<file path="config.mk">
export PLATFORM = sky130hd
export DESIGN_NAME = remote_read_arbiter
export DESIGN_NICKNAME = d
export VERILOG_FILES = /design/src/rtl/rra_pkg.sv /design/src/rtl/rra_wait_cnt.sv /design/src/rtl/rra_sticky_flags.sv /design/src/rtl/rra_out_dec.sv /design/src/rtl/remote_read_arbiter.sv
export SDC_FILE = /design/constraint.sdc
export NUM_CORES = 1
export LEC_CHECK = 0
export BUFFER_PORTS_ARGS = -buffer_cell sky130_fd_sc_hd__buf_4
export CORE_UTILIZATION = 39
export DETAILED_ROUTE_END_ITERATION = 7
export PLACE_DENSITY = 0.7
export SLEW_MARGIN = 20
export SYNTH_ARGS = -nofsm -noshare
export SYNTH_HDL_FRONTEND = slang
export SYNTH_SLANG_ARGS = --single-unit
</file>
<file path="constraint.sdc">
create_clock -name clk -period 1.6 [get_ports clk]
set_clock_uncertainty 0.2 [all_clocks]
set_input_delay 0.24 -clock clk [delete_from_list [all_inputs] [get_ports clk]]
set_output_delay 0.24 -clock clk [all_outputs]
set_load 0.05 [all_outputs]
</file>
<file path="src/rtl/rra_pkg.sv">
package rra_pkg;

    typedef enum logic [2:0] {
        ST_IDLE  = 3'd0,
        ST_SETUP = 3'd1,
        ST_RIC   = 3'd2,
        ST_PCL   = 3'd3,
        ST_PCH   = 3'd4,
        ST_DMEM  = 3'd5,
        ST_TERM  = 3'd6
    } rra_state_e;

    typedef enum logic [1:0] {
        SRC_IFREG = 2'd0,
        SRC_PCLO  = 2'd1,
        SRC_PCHI  = 2'd2,
        SRC_DMEM  = 2'd3
    } rra_src_e;

    typedef struct packed {
        rra_state_e st;
    } rra_regs_t;

    localparam int NUM_FLAGS = 2;
    localparam int FLAG_RD   = 0;
    localparam int FLAG_WR   = 1;

    // data memory is selected when the command bit is low and mem_sel is 0x
    function automatic logic is_dmem_target(input logic cmd, input logic [1:0] ms);
        return !cmd && !ms[1];
    endfunction

endpackage

</file>
<file path="src/rtl/rra_wait_cnt.sv">
module rra_wait_cnt #(
    parameter int W = 3
) (
    input  logic         clk,
    input  logic         rst_n,
    input  logic         load,
    input  logic [W-1:0] load_val,
    input  logic         dec,
    output logic         zero
);
    logic [W-1:0] cnt_d, cnt_q;

    always_comb begin
        cnt_d = cnt_q;
        if (load) begin
            cnt_d = load_val;
        end else if (dec && (cnt_q != '0)) begin
            cnt_d = cnt_q - 1'b1;
        end
    end

    always_ff @(posedge clk or negedge rst_n) begin
        if (!rst_n) cnt_q <= '0;
        else        cnt_q <= cnt_d;
    end

    assign zero = (cnt_q == '0);
endmodule

</file>
<file path="src/rtl/rra_sticky_flags.sv">
module rra_sticky_flags #(
    parameter int N = 2
) (
    input  logic         clk,
    input  logic         rst_n,
    input  logic [N-1:0] set,
    input  logic [N-1:0] clr,
    output logic [N-1:0] q
);
    logic [N-1:0] flag_d, flag_q;

    for (genvar i = 0; i < N; i++) begin : g_flag
        // a set in the same cycle as a clear takes priority
        always_comb begin
            flag_d[i] = flag_q[i];
            if (clr[i]) flag_d[i] = 1'b0;
            if (set[i]) flag_d[i] = 1'b1;
        end
    end

    always_ff @(posedge clk or negedge rst_n) begin
        if (!rst_n) flag_q <= '0;
        else        flag_q <= flag_d;
    end

    assign q = flag_q;
endmodule

</file>
<file path="src/rtl/rra_out_dec.sv">
module rra_out_dec
    import rra_pkg::*;
(
    input  rra_state_e  st,
    input  logic        req,
    input  logic        loc_req,
    input  logic        cmd_sel,
    input  logic [1:0]  mem_sel,
    output logic        loc_gnt,
    output logic        xack,
    output logic        lock_o,
    output logic        mem_rd,
    output logic        abus_oe,
    output logic        adbus_oe,
    output logic [1:0]  rd_src
);
    always_comb begin
        loc_gnt  = 1'b0;
        xack     = 1'b0;
        lock_o   = 1'b0;
        mem_rd   = 1'b0;
        abus_oe  = 1'b1;
        adbus_oe = 1'b1;
        rd_src   = SRC_IFREG;
        unique case (st)
            ST_IDLE: begin
                loc_gnt = loc_req;
                xack    = !req;
            end
            ST_SETUP: begin
                lock_o   = 1'b1;
                xack     = 1'b1;
                abus_oe  = 1'b0;
                adbus_oe = !is_dmem_target(cmd_sel, mem_sel);
            end
            ST_RIC: begin
                lock_o  = 1'b1;
                xack    = 1'b1;
                abus_oe = 1'b0;
                rd_src  = SRC_IFREG;
            end
            ST_PCL: begin
                lock_o  = 1'b1;
                xack    = 1'b1;
                abus_oe = 1'b0;
                rd_src  = SRC_PCLO;
            end
            ST_PCH: begin
                lock_o  = 1'b1;
                xack    = 1'b1;
                abus_oe = 1'b0;
                rd_src  = SRC_PCHI;
            end
            ST_DMEM: begin
                lock_o   = 1'b1;
                xack     = 1'b1;
                mem_rd   = 1'b1;
                abus_oe  = 1'b0;
                adbus_oe = 1'b0;
                rd_src   = SRC_DMEM;
            end
            ST_TERM: begin
                xack = 1'b1;
            end
            default: begin
                xack = 1'b1;
            end
        endcase
    end
endmodule

</file>
<file path="src/rtl/remote_read_arbiter.sv">
module remote_read_arbiter
    import rra_pkg::*;
#(
    parameter int DW_BITS = 3
) (
    input  logic               clk,
    input  logic               rst_n,
    input  logic               rem_en,
    input  logic               rem_rd,
    input  logic               cmd_sel,
    input  logic [1:0]         mem_sel,
    input  logic               lockout,
    input  logic               loc_req,
    input  logic [DW_BITS-1:0] dwait_cfg,
    input  logic               wr_done,
    input  logic               clr_rd_flag,
    input  logic               clr_wr_flag,
    output logic               loc_gnt,
    output logic               xack,
    output logic               lock_o,
    output logic               mem_rd,
    output logic               abus_oe,
    output logic               adbus_oe,
    output logic [1:0]         rd_src,
    output logic               rd_flag,
    output logic               wr_flag
);
    rra_regs_t r_d, r_q;
    logic req;
    logic cnt_load_d, cnt_dec_d, wait_zero;
    logic term_entry_d;
    logic [NUM_FLAGS-1:0] flag_set, flag_clr, flag_q;

    assign req = rem_en && rem_rd;

    always_comb begin
        r_d        = r_q;
        cnt_load_d = 1'b0;
        cnt_dec_d  = 1'b0;
        unique case (r_q.st)
            ST_IDLE: begin
                if (req && !lockout && !loc_req) r_d.st = ST_SETUP;
            end
            ST_SETUP: begin
                cnt_load_d = 1'b1;
                if (cmd_sel) begin
                    r_d.st = ST_RIC;
                end else begin
                    unique case (mem_sel)
                        2'b10:   r_d.st = ST_PCL;
                        2'b11:   r_d.st = ST_PCH;
                        default: r_d.st = ST_DMEM;
                    endcase
                end
            end
            ST_RIC, ST_PCL, ST_PCH: begin
                r_d.st = ST_TERM;
            end
            ST_DMEM: begin
                if (wait_zero) r_d.st = ST_TERM;
                else           cnt_dec_d = 1'b1;
            end
            ST_TERM: begin
                if (!rem_rd) r_d.st = ST_IDLE;
            end
            default: begin
                r_d.st = ST_IDLE;
            end
        endcase
        term_entry_d = (r_d.st == ST_TERM) && (r_q.st != ST_TERM);
    end

    always_ff @(posedge clk or negedge rst_n) begin
        if (!rst_n) r_q <= '{st: ST_IDLE};
        else        r_q <= r_d;
    end

    rra_wait_cnt #(.W(DW_BITS)) u_wait (
        .clk      (clk),
        .rst_n    (rst_n),
        .load     (cnt_load_d),
        .load_val (dwait_cfg),
        .dec      (cnt_dec_d),
        .zero     (wait_zero)
    );

    assign flag_set[FLAG_RD] = term_entry_d;
    assign flag_set[FLAG_WR] = wr_done;
    assign flag_clr[FLAG_RD] = clr_rd_flag;
    assign flag_clr[FLAG_WR] = clr_wr_flag;

    rra_sticky_flags #(.N(NUM_FLAGS)) u_flags (
        .clk   (clk),
        .rst_n (rst_n),
        .set   (flag_set),
        .clr   (flag_clr),
        .q     (flag_q)
    );

    assign rd_flag = flag_q[FLAG_RD];
    assign wr_flag = flag_q[FLAG_WR];

    rra_out_dec u_dec (
        .st       (r_q.st),
        .req      (req),
        .loc_req  (loc_req),
        .cmd_sel  (cmd_sel),
        .mem_sel  (mem_sel),
        .loc_gnt  (loc_gnt),
        .xack     (xack),
        .lock_o   (lock_o),
        .mem_rd   (mem_rd),
        .abus_oe  (abus_oe),
        .adbus_oe (adbus_oe),
        .rd_src   (rd_src)
    );
endmodule

</file>
==> results_dict.tcl <==
set metrics [dict create \
    outcome "finished, violations left" \
    failed_checks "negative setup slack" \
    synth_area_sq_um 533.0 \
    finalPower_mw 1.821 \
    synth_commonest_cells "8 x dfrtp_1, 8 x inv_1, 5 x a21oi_1, 5 x nor2_1" \
    final_antenna_net_count 0 \
    drt-initial-drc-count 12 \
    grt_overflow_total 0 \
    clock_path_buffers 2 \
    cp-start-kind "register" \
    cts_tree "yes" \
    synth_top_area_share_pct 37.56 \
    yosysWarnings 0 \
    min_path_cells 3 \
    portBuffers 24 \
    pre_cts_ws_ps -191.3 \
    holdCritPathClass "input pin to register" \
    wl_per_cell_um 14.10 \
    drt-pass1-iter-count 4 \
    crit_chain "buf_6 > and2b_4 > o21a_4 > buf_6" \
    syn_to_final_growth_pct 100.0 \
    path_common_cell "buf_6" \
    grt_usage_pct 26.31 \
    finalHoldViolations 0 \
    drc 0 \
    tightest_slew_ps 370.1 \
    antennaDiodeCount 0 \
    grt_pass1_wl_um 2587 \
    gp_congestion 0.7454 \
    synth.distinct_cells 25 \
    finalWirelength_um 1720 \
    holdWs_ps 51.60 \
    die_x_um 38.97 \
    peakVddDrop_mv 1.546 \
    critPathKind "register to output port" \
    async_flop_share_pct 100.0 \
    viasPerCell 5.303 \
    path_max_fanout 6 \
    clock-sinks 8 \
    place_inst 108 \
    yosysTopAreaCell "dfrtp_1" \
    fillers 51 \
    cts-buffers-inserted 3 \
    slew_viol_final 0 \
    ios 25 \
    clock_latency_ps 260 \
    postSynthNetCount 76 \
    synth_seq_area_share_pct 37.56 \
    max_freq_mhz 551.6 \
    setup_viol 10 \
    required_ps 1160 \
    critPathCaptureType "output port" \
    avgSynthCellArea_sq_um 9.034 \
    regArea_sq_um 202.7 \
    synth_area_leaders "dfrtp_1 38%, inv_1 5.6%, a21oi_1 4.7%" \
    rsz0062_at_grt "yes" \
    hpwl_um 1110 \
    period_needed_ps 1813 \
    start_util_pct 44.94 \
    root_buffer "clkbuf_4" \
    clk_pin_slew_ps 50 \
    nNetsFinal 127 \
    die_y_um 38.97 \
    grt_pass1_vias 606 \
    die_area_sq_um 1519 \
    instances_no_fill 122 \
    max_cap_violations 0 \
    ys_seq_elements 8 \
    postSynthCellCount 59 \
    grt_max_degree 9 \
    synth_edf_count 0 \
    vias 647 \
    final_layout_size_suffix_gt1_share_pct 63.89 \
    layout_setup_ws_ps -212.8 \
    fin_crit_sh_pct 113.3 \
    antenna_found_initial 0 \
    cts_htree_levels 1 \
    row_count 12 \
    maxSlewHeadroom_pct 75.18 \
    multi_input_area_sq_um 382.9 \
    powerDensity_nw_per_um2 1708 \
    arrival_ps 1370 \
    p_leak_nw 0.4933 \
    core_area_sq_um 1186 \
    ys.flop_type "dfrtp_1" \
    cpMaxStageDelayCell "dfrtp_2" \
    setup_tns_ps -1195 \
    r2r_cells 4 \
    slowest_delay_ps 460 \
]
power breakdown:
part / switching (mW) / total [mW] / internal [mW]
Clock: 0.0732 / 0.159 / 0.0861
Sequential: 0.0926 / 0.374 / 0.282
Combinational: 0.671 / 1.29 / 0.616
Total: 0.837 / 1.82 / 0.984
final cells by class:
type / instances / share of cell area (%)
repair buffers: 47 / 38.15
multi-input cells: 42 / 35.92
flip-flops and latches: 8 / 19.01
inverters: 8 / 3.169
clock buffers: 3 / 2.113
well taps: 14 / 1.643
timing repair:
action | in CTS | in global routing
endpoints found under the setup margin | 11 | 12
hold endpoints to repair | 11 | 0
hold buffers | 5 | 0
resized for setup | 19 | 5
pin swaps | 7 | 1
buffers inserted | 4 | 2
cells by family (layout without fill, tap and decap cells):
group	Yosys count	in the layout	synth area share (%)
buf+inv	9	58	7.043
simple gates	21	21	22.07
mux	1	1	1.878
compound gates	18	18	26.76
flops	8	8	37.56
fa+ha+maj	2	2	4.694
metrics by stage:
step | area (sq um) | util [%]
3_3_place_gp | 857.1 | 72.26
6_report | 1066 | 89.87
4_1_cts | 1035 | 87.24
3_5_place_dp | 857.1 | 72.26
2_1_floorplan | 576.8 | -
5_1_grt | 1066 | 89.87
placed cells by master (no fill, tap or decap), drive strengths merged:
master	Yosys	layout
nor2b	3	3
nand3	1	1
clkinvlp	0	1
nand2b	3	3
ha	2	2
o21a	1	1
o31ai	1	1
dfrtp	8	8
nor3	2	2
a21oi	5	5
and2b	2	2
a211oi	3	3
nor2	5	5
a221oi	1	1
nand2	2	2
o22ai	1	1
o311a	1	1
buf	1	42
o32ai	1	1
mux2i	1	1
and2	3	3
clkbuf	0	3
dlygate4sd3	0	5
o21ai	3	3
a21o	1	1
inv	8	7
path summary, 6_finish.rpt:
kind	start	to	slack [ps]
min in group asynchronous	rst_n	r_q[0]	180
setup reg to reg	r_q[2]	u_flags.q[0]	-50
setup / recovery	r_q[2]	rd_src[0]	-210
max in group asynchronous	rst_n	r_q[1]	880
hold / removal	clr_wr_flag	u_flags.q[1]	50
hold reg to reg	u_flags.q[1]	u_flags.q[1]	300
critical path, delay by kind of cell (launching register included):
kind                   cells  cell delay [ps]
flip-flops                 1              460
AO/OA/AOI/OAI              1              190
buffers and inverters      2              290
AND/OR/NAND/NOR            1              160
sequential cells by signal, summed over array words and instances, names as in the netlist:
| name | count |
|---|---|
| u_wait.cnt_q | 3 |
| u_flags.q | 2 |
| r_q | 3 |
per-layer routing:
metal | wire length [um] | GRT usage (%) | vias up
li1 | - | - | 310
met1 | 688 | 29.41 | 299
met2 | 843 | 43.75 | 32
met3 | 141 | 9.827 | 6
met4 | 46 | 12.07 | 0
met5 | 0 | 0 | -
Note: power is estimated with default switching activity, not from simulation.
